==> src/rtl/irq_core_pkg.sv <==
package irq_core_pkg;
  typedef enum logic {
    EOI_TOP  = 1'b0,
    EOI_LINE = 1'b1
  } eoi_kind_e;
endpackage

==> src/rtl/irq_edge.sv <==
module irq_edge #(
  parameter int N = 8
) (
  input  logic         clk_i,
  input  logic         rst_ni,
  input  logic [N-1:0] lvl_i,
  output logic [N-1:0] rise_o
);
  logic [N-1:0] lvl_q;

  always_ff @(posedge clk_i or negedge rst_ni) begin
    if (!rst_ni) lvl_q <= '0;
    else         lvl_q <= lvl_i;
  end

  assign rise_o = lvl_i & ~lvl_q;
endmodule

==> src/rtl/irq_msb.sv <==
module irq_msb #(
  parameter int N     = 8,
  parameter int IDX_W = (N > 1) ? $clog2(N) : 1
) (
  input  logic [N-1:0]     vec_i,
  output logic [IDX_W-1:0] idx_o,
  output logic             any_o
);
  always_comb begin
    idx_o = '0;
    for (int i = 0; i < N; i++)
      if (vec_i[i]) idx_o = IDX_W'(i);
  end

  assign any_o = |vec_i;
endmodule

==> src/rtl/irq_core.sv <==
module irq_core #(
  parameter int N     = 8,
  parameter int VEC_W = 8
) (
  input  logic             clk_i,
  input  logic             rst_ni,
  input  logic [N-1:0]     irq_i,
  input  logic [N-1:0]     mask_i,
  input  logic [VEC_W-1:0] vec_base_i,
  input  logic [N-1:0]     cascade_map_i,
  input  logic             auto_eoi_i,
  input  logic             ack_i,
  input  logic             eoi_i,
  input  logic             eoi_specific_i,
  input  logic [$clog2(N)-1:0] eoi_line_i,
  output logic [N-1:0]     pending_o,
  output logic [N-1:0]     in_service_o,
  output logic             int_o,
  output logic [VEC_W-1:0] vector_o,
  output logic             cascade_fwd_o
);
  import irq_core_pkg::*;

  localparam int IDX_W = $clog2(N);
  localparam logic [N-1:0] ONE = {{(N-1){1'b0}}, 1'b1};

  logic [N-1:0]     pend_q, isr_q, pend_d, isr_d;
  logic [N-1:0]     rise, new_req;
  logic [IDX_W-1:0] pend_idx, isr_idx, next_idx;
  logic             pend_any, isr_any, next_any;
  logic [N-1:0]     free_q, free_d;
  logic [N-1:0]     ack_hot, eoi_hot;
  logic             ack_hit, eoi_evt, fwd_new, fwd_eoi;
  logic             int_q, casc_q;
  logic [VEC_W-1:0] vec_q;
  eoi_kind_e        eoi_kind;

  irq_edge #(.N(N)) u_edge (
    .clk_i (clk_i), .rst_ni(rst_ni), .lvl_i(irq_i), .rise_o(rise)
  );

  irq_msb #(.N(N)) u_pend_msb (.vec_i(pend_q), .idx_o(pend_idx), .any_o(pend_any));
  irq_msb #(.N(N)) u_isr_msb  (.vec_i(isr_q),  .idx_o(isr_idx),  .any_o(isr_any));
  irq_msb #(.N(N)) u_next_msb (.vec_i(pend_d), .idx_o(next_idx), .any_o(next_any));

  // free_x[n]: no in-service bit at or above n
  for (genvar n = 0; n < N; n++) begin : g_free
    assign free_q[n] = ~|isr_q[N-1:n];
    assign free_d[n] = ~|isr_d[N-1:n];
  end

  assign new_req  = rise & ~mask_i;
  assign ack_hit  = ack_i & pend_any;
  assign ack_hot  = ack_hit ? (ONE << pend_idx) : '0;
  assign eoi_kind = eoi_kind_e'(eoi_specific_i);

  always_comb begin
    eoi_hot = '0;
    if (eoi_i) begin
      if (eoi_kind == EOI_LINE) eoi_hot = ONE << eoi_line_i;
      else if (isr_any)         eoi_hot = ONE << isr_idx;
    end
  end

  assign pend_d  = (pend_q & ~ack_hot) | new_req;
  assign isr_d   = (isr_q | (auto_eoi_i ? '0 : ack_hot)) & ~eoi_hot;
  assign eoi_evt = eoi_i | (ack_hit & auto_eoi_i);
  assign fwd_new = |(new_req & free_q);
  assign fwd_eoi = eoi_evt & next_any & free_d[next_idx];

  always_ff @(posedge clk_i or negedge rst_ni) begin
    if (!rst_ni) begin
      pend_q <= '0;
      isr_q  <= '0;
      int_q  <= 1'b0;
      vec_q  <= '0;
      casc_q <= 1'b0;
    end else begin
      pend_q <= pend_d;
      isr_q  <= isr_d;
      int_q  <= fwd_new | fwd_eoi;
      if (ack_i) begin
        if (pend_any) begin
          vec_q  <= vec_base_i | {{(VEC_W-IDX_W){1'b0}}, pend_idx};
          casc_q <= cascade_map_i[pend_idx];
        end else begin
          vec_q  <= vec_base_i | {{(VEC_W-IDX_W){1'b0}}, {IDX_W{1'b1}}};
          casc_q <= 1'b0;
        end
      end
    end
  end

  assign pending_o     = pend_q;
  assign in_service_o  = isr_q;
  assign int_o         = int_q;
  assign vector_o      = vec_q;
  assign cascade_fwd_o = casc_q;
endmodule

==> config.mk <==
export PLATFORM = sky130hd
export DESIGN_NAME = irq_core
export DESIGN_NICKNAME = d
export VERILOG_FILES = /design/src/rtl/irq_core_pkg.sv /design/src/rtl/irq_edge.sv /design/src/rtl/irq_msb.sv /design/src/rtl/irq_core.sv
export SDC_FILE = /design/constraint.sdc
export NUM_CORES = 1
export LEC_CHECK = 0
export ABC_AREA = 1
export BUFFER_PORTS_ARGS = -buffer_cell sky130_fd_sc_hd__clkbuf_2
export CELL_PAD_IN_SITES_DETAIL_PLACEMENT = 0
export CELL_PAD_IN_SITES_GLOBAL_PLACEMENT = 1
export CORE_MARGIN = 1.5
export CORE_UTILIZATION = 35
export CTS_BUF_LIST = sky130_fd_sc_hd__clkbuf_16
export CTS_CLUSTER_DIAMETER = 30
export DETAILED_ROUTE_END_ITERATION = 10
export PLACE_DENSITY = 0.83
export SYNTH_ARGS = -nofsm -noshare
export SYNTH_HDL_FRONTEND = slang
export SYNTH_HIERARCHICAL = 1
export SYNTH_SLANG_ARGS = --single-unit
==> constraint.sdc <==
create_clock -name clk_i -period 2.5 [get_ports clk_i]
set_input_delay 0.5 -clock clk_i [delete_from_list [all_inputs] [get_ports clk_i]]
set_output_delay 0.5 -clock clk_i [all_outputs]
set_load 0.1 [all_outputs]
---- Word-level counts from Yosys, hierarchy flattened ----
Cells that the tools add are included.
word-level totals
  word-level logic and storage cells ...... 94
  ROM bits ................................ 0
  bits of input ports ..................... 41
  memory bits (writable) .................. 0
  register bits ........................... 34
  memories kept ........................... 0
  output and inout bits ................... 26
  bits in latches ......................... 0
operators by class
  add/sub/neg operators ................... 0
  muxes and demuxes ....................... 32
  shift-type cells ........................ 3
  equality and inequality tests ........... 0
  magnitude comparators ................... 2
  divide/modulo/power cells ............... 0
  multiply operators ...................... 0
  reduce and logical (&&, ||, !) cells .... 33
  bitwise operators ....................... 18
operators with widths
  kind                                                                   count
  8-bit 2-to-1 mux                                                       6
  8-bit AND                                                              5
  8-bit OR reduction                                                     5
  3-bit 2-to-1 mux                                                       12
  8-bit inverter                                                         4
  1-bit by 3-bit left shift with 8-bit output (first input constant)     3
  1-bit zero test                                                        16
  8-bit bitwise OR                                                       2
  7-bit OR reduction                                                     2
  2-bit 2-to-1 mux                                                       6
  6-bit OR reduction                                                     2
  5-bit OR reduction                                                     2
  3-bit by 4-bit < comparator with 1-bit output (second input constant)  2
  8-bit by 3-bit bitwise OR with 8-bit output                            1
  4-bit OR reduction                                                     2
  1-bit binary-select mux with 3-bit select                              2
  1-bit 2-to-1 mux                                                       6
  3-bit OR reduction                                                     2
  1-bit AND                                                              4
  2-bit OR reduction                                                     2
  1-bit bitwise OR                                                       2

---- Logic depth before layout (Yosys ltp) ----
  word-level depth ........................ 23
  mapped depth ............................ 24
  depth with buffers taken out ............ 24

---- Modules after synthesis ----
Netlist, hierarchy kept.
modules (own cells, without submodules)
  module    sequential area each (um^2)  cells each  times used  area each (um^2)
  irq_core  650.6                        248         1           1,625.3
  irq_edge  200.2                        24          1           280.3
  irq_msb   0.0                          20          3           77.6

---- Worst setup path before layout ----
Ideal clock, no wire load.
  path type ............................... register to register
  from .................................... register pend_q[2], in the netlist pending_o[2]
  to ...................................... register int_q, in the netlist int_o
  data arrival time ....................... 2,606 ps
  stages on the path, launching flop included .. 20
  buffers on the path ..................... 0
  period minus slack after synthesis ...... 2,730 ps
  path slack .............................. -230 ps
  path through ............................ dfrtp_1 -> inv_1 -> nand2_1 -> nand2_1 -> nand2_1 -> nand2_1 -> nand2_1 -> nand2_1 -> nor2_1 -> inv_1 -> o21ai_0 -> nand2_1 -> nor2_1 -> nand2_1 -> nor2_1 -> nand3_1 -> nand2_1 -> nand2_1 -> nand2_1 -> o21bai_1
RTL lines
  what                                         line            text
  from (decl)                                  irq_core.sv:27  logic [N-1:0] pend_q, isr_q, pend_d, isr_d;
  from (signal assigned)                       irq_core.sv:79  pend_q <= pend_d;
  2-bit 2-to-1 mux (2 in series)               irq_msb.sv:12   if (vec_i[i]) idx_o = IDX_W'(i);
  3-bit 2-to-1 mux (4 in series)               irq_msb.sv:12
  named net pend_idx[0]                        irq_core.sv:29  logic [IDX_W-1:0] pend_idx, isr_idx, next_idx;
  1-bit by 3-bit left shift with 8-bit output  irq_core.sv:54  assign ack_hot = ack_hit ? (ONE << pend_idx) : '0;
  8-bit 2-to-1 mux                             irq_core.sv:54
  8-bit inverter                               irq_core.sv:65  assign pend_d = (pend_q & ~ack_hot) | new_req;
  8-bit AND                                    irq_core.sv:65
  8-bit bitwise OR                             irq_core.sv:65
  named net pend_d[4]                          irq_core.sv:27
  3-bit 2-to-1 mux (4 in series)               irq_msb.sv:12
  named net next_idx[2]                        irq_core.sv:29
  1-bit binary-select mux with 3-bit select    irq_core.sv:69  assign fwd_eoi = eoi_evt & next_any & free_d[next_idx];
  1-bit 2-to-1 mux (not written as such)       irq_core.sv:69
  1-bit AND                                    irq_core.sv:69
  1-bit bitwise OR                             irq_core.sv:81  int_q <= fwd_new | fwd_eoi;
  to (signal assigned)                         irq_core.sv:81
  to (decl)                                    irq_core.sv:34  logic int_q, casc_q;
The timed path passes the listed nets, and every way through them passes these cells. The select of a mux whose other input is x is not followed.
A chain may end at the register's enable or synchronous reset.

---- Worst setup path after layout ----
  from .................................... register pend_q[2], in the netlist pending_o[2]
  to ...................................... register int_q, in the netlist int_o
RTL lines
  what                                       line            text
  8-bit OR reduction                         irq_msb.sv:15   assign any_o = |vec_i;
  named net pend_any                         irq_core.sv:30  logic pend_any, isr_any, next_any;
  1-bit AND                                  irq_core.sv:53  assign ack_hit = ack_i & pend_any;
  8-bit 2-to-1 mux                           irq_core.sv:54
  8-bit inverter                             irq_core.sv:65
  8-bit AND                                  irq_core.sv:65
  8-bit bitwise OR                           irq_core.sv:65
  named net pend_d[7]                        irq_core.sv:27
  3-bit 2-to-1 mux                           irq_msb.sv:12
  named net next_idx[1]                      irq_core.sv:29
  1-bit binary-select mux with 3-bit select  irq_core.sv:69
  1-bit 2-to-1 mux (not written as such)     irq_core.sv:69
  1-bit AND                                  irq_core.sv:69
  1-bit bitwise OR                           irq_core.sv:81
The timed path passes the listed nets, and every way through them passes these cells. The select of a mux whose other input is x is not followed.

==> qor.csv <==
metric,value,unit
initial drt markers,125,
Synth Instances,332,
initial antenna violation count,0,
die width,81.16,um
CTS tree,built,
Max Slew Vio Count,0,
Avg Inst Size Synth,6.441,um^2
min Tclk post-route,2271,ps
Worst-Margin Slew,554.7,ps
post-synthesis cell area,2138,um^2
Post-Route Skew,5.870,ps
Layout Nets,450,
Worst Setup End Kind,flop,
starting density of the core,36.12,%
crit path to,int_o$_DFF_PN0_,
first drt pass iteration count,4,
drt via density,4.495,
Layout fillers,651,
Final Setup Violations,0,
HPWL after DPL,4599,um
Setup TNS,0,ps
RePlAce Congestion,0.8331,
share of cells above drive strength 1,26.83,%
DR WL/cell,11.58,um
CP arrival,2440,ps
power consumption,0.003682,W
RSZ-0062 raised after global routing,no,
clock transition at the registers of the reported paths,60,ps
"Seq/Total Area, Yosys",39.79,%
CTS buffer count,5,
CTS H-tree depth,2,
Worst EP required,2670,ps
clk buf depth,2,
drt total wl,5615,um
syn_nets,373,
post-synth top area share,39.79,%
Port Buf Inserts,66,
Worst setup SP type,flop,
Setup Crit Path Kind,reg2reg,
Yosys warnings,6,
"area leader, netlist",dfrtp_1,
antenna cell count,0,
post-route ant nets,0,
CP max FO,6,
synthesized flop and latch total,34,
hold_ws,183.1,ps
Rows,28,
post-synth cell types,25,
CTS Sinks,34,
worst r2r path cells,17,
synth top area cells,"dfrtp_1 (40%), nand2_1 (21%), inv_1 (12%)",
worst rel slew slack,63.17,%
Tcrit/Tclk final,90.84,%
Pwr Density,1308,nW/um^2
detailed-route via count,2180,
reg-to-reg endpoint,int_o$_DFF_PN0_,
vias in the first global route,1918,
highest clock rate,440.3,MHz
chip height,81.16,um
Core Region,5921,um^2
Worst R2R Setup Slack,230,ps
worst vdd ir,0.0005449,V
die area,6587,um^2
Global Route Usage Sum,18.06,%
r2r startpoint,pending_o[2]$_DFF_PN0_,
placed instance count,476,
final hold violations,0,
post-route insts no fill,485,
crit path from,pending_o[2]$_DFF_PN0_,
Root Buffer Master,clkbuf_16,
multi-input combinational cell area,1011,um^2
DRC,0,
leak pwr,1.676,nW
gr ovfl total,0,
I/O pin cnt,67,
max-cap check violation count,0,
first-pass GRT wire length,8790,um
largest net degree at the start of global routing,22,
area growth from synthesis to layout,31.66,%
Reg area,859.6,um^2
status,"complete, no violations",
Hold Crit Class,in2async,
Worst-Skew Late Latency,280,ps
==> worst max-delay path, stage by stage (launching register included) <==
cell and delay, ps:
dfrtp_2 360, inv_1 50, nand2_1 90, nor3_2 40, nand3_1 120, nand2_4 100
nor2_4 150, inv_1 100, o21ai_0 220, nand2_1 130, nor2_1 170, nand2_1 120
nor2_1 170, nand3_1 100, nand2_1 60, nand2_1 50, nand2_1 60, o21bai_1 70
==> area by class of cell <==
class / count / area share, %
clock buffers: 5 / 4.444
clock inverters: 3 / 2.444
inverters: 73 / 9.733
multi-input cells: 222 / 35.91
flip-flops and latches: 34 / 30.53
well taps: 75 / 3.333
repair buffers: 73 / 13.60
==> through the flow <==
| stage | setup slack (ps) | area [um^2] | utilization (%) |
|---|---|---|---|
| after floorplan | 5.666 | 2147 | - |
| after global placement | 175.6 | 2596 | 43.85 |
| after detailed placement | 160.1 | 2596 | 43.85 |
| after CTS | 142.2 | 2790 | 47.13 |
| after global routing | 2.133 | 2815 | 47.55 |
| final | 229.0 | 2815 | 47.55 |
==> logic make-up after synthesis <==
| logic type | Yosys count | synth area share (%) |
|---|---|---|
| buffers and inverters | 76 | 13.75 |
| AND/OR/NAND/NOR | 196 | 39.03 |
| AO/OA/AOI/OAI | 26 | 7.431 |
| flip-flops | 34 | 39.79 |
==> cell usage after synthesis <==
cell,count
o21ai_1,1
o22ai_1,1
nor2_2,10
nor3_1,5
inv_2,2
buf_6,1
nand4_1,2
dfrtp_1,34
nand2_4,1
buf_2,1
nor2_4,2
o21ai_2,1
nor2_1,25
inv_1,71
o32a_1,2
o21a_1,1
o21ai_0,15
a21oi_1,1
nand3_1,30
o22a_1,1
clkbuf_1,1
nand2_2,1
nand2_1,120
o21bai_1,1
a22oi_1,2
==> sequential cells by signal (all words and copies together), names as in the netlist <==
name           count
in_service_o       8
pending_o          8
u_edge/lvl_q       8
vector_o           8
cascade_fwd_o      1
int_o              1
==> worst min-delay path by stage <==
| stage | startpoint | to | slack [ps] |
|---|---|---|---|
| 6_report | rst_ni | u_edge/lvl_q[2]$_DFF_PN0_ | 180 |
| 5_1_grt | rst_ni | u_edge/lvl_q[2]$_DFF_PN0_ | 240 |
| 4_1_cts | rst_ni | pending_o[0]$_DFF_PN0_ | 200 |
| 3_5_place_dp | vector_o[7]$_DFFE_PN0P_ | vector_o[7]$_DFFE_PN0P_ | 460 |
| 3_3_place_gp | vector_o[4]$_DFFE_PN0P_ | vector_o[4]$_DFFE_PN0P_ | 460 |
| 2_1_floorplan | rst_ni | cascade_fwd_o$_DFFE_PN0P_ | 200 |
==> placed cells by master (no fill, tap or decap) <==
cell / n
bufinv_16: 2
clkinv_4: 1
nor2_1: 23
nand3_1: 30
a22oi_1: 2
o21ai_2: 1
o32a_1: 2
nand2_2: 2
inv_1: 70
buf_4: 7
nand4_1: 2
nor2_4: 3
a21oi_1: 1
o21ai_0: 10
o22a_1: 1
o22ai_1: 1
nand2_1: 119
o21a_1: 1
inv_2: 3
nor3_1: 4
o21bai_1: 1
nor3_2: 1
nor2_2: 11
clkbuf_16: 5
dfrtp_1: 27
clkbuf_2: 66
dfrtp_2: 7
o21ai_1: 6
nand2_4: 1
==> power breakdown <==
part / total (W) / internal (W) / switching [W]
sequential: 0.000813 / 0.000679 / 0.000135
clock: 0.000813 / 0.000573 / 0.000241
combinational: 0.00206 / 0.000454 / 0.00160
==> per-layer routing <==
layer	part of all wire, %	track usage, %
met1	49	23.91
met4	1.5	6.724
met2	43	28.92
met5	0	0
met3	5.6	3.708
==> timing repair <==
action                                 in CTS  in global routing
buffers inserted                            0                  1
hold buffers                                0                  0
endpoints found under the hold margin       0                  0
resized for setup                           0                 11
setup endpoints to repair                   0                  1
Note: power is estimated with default switching activity, not from simulation.
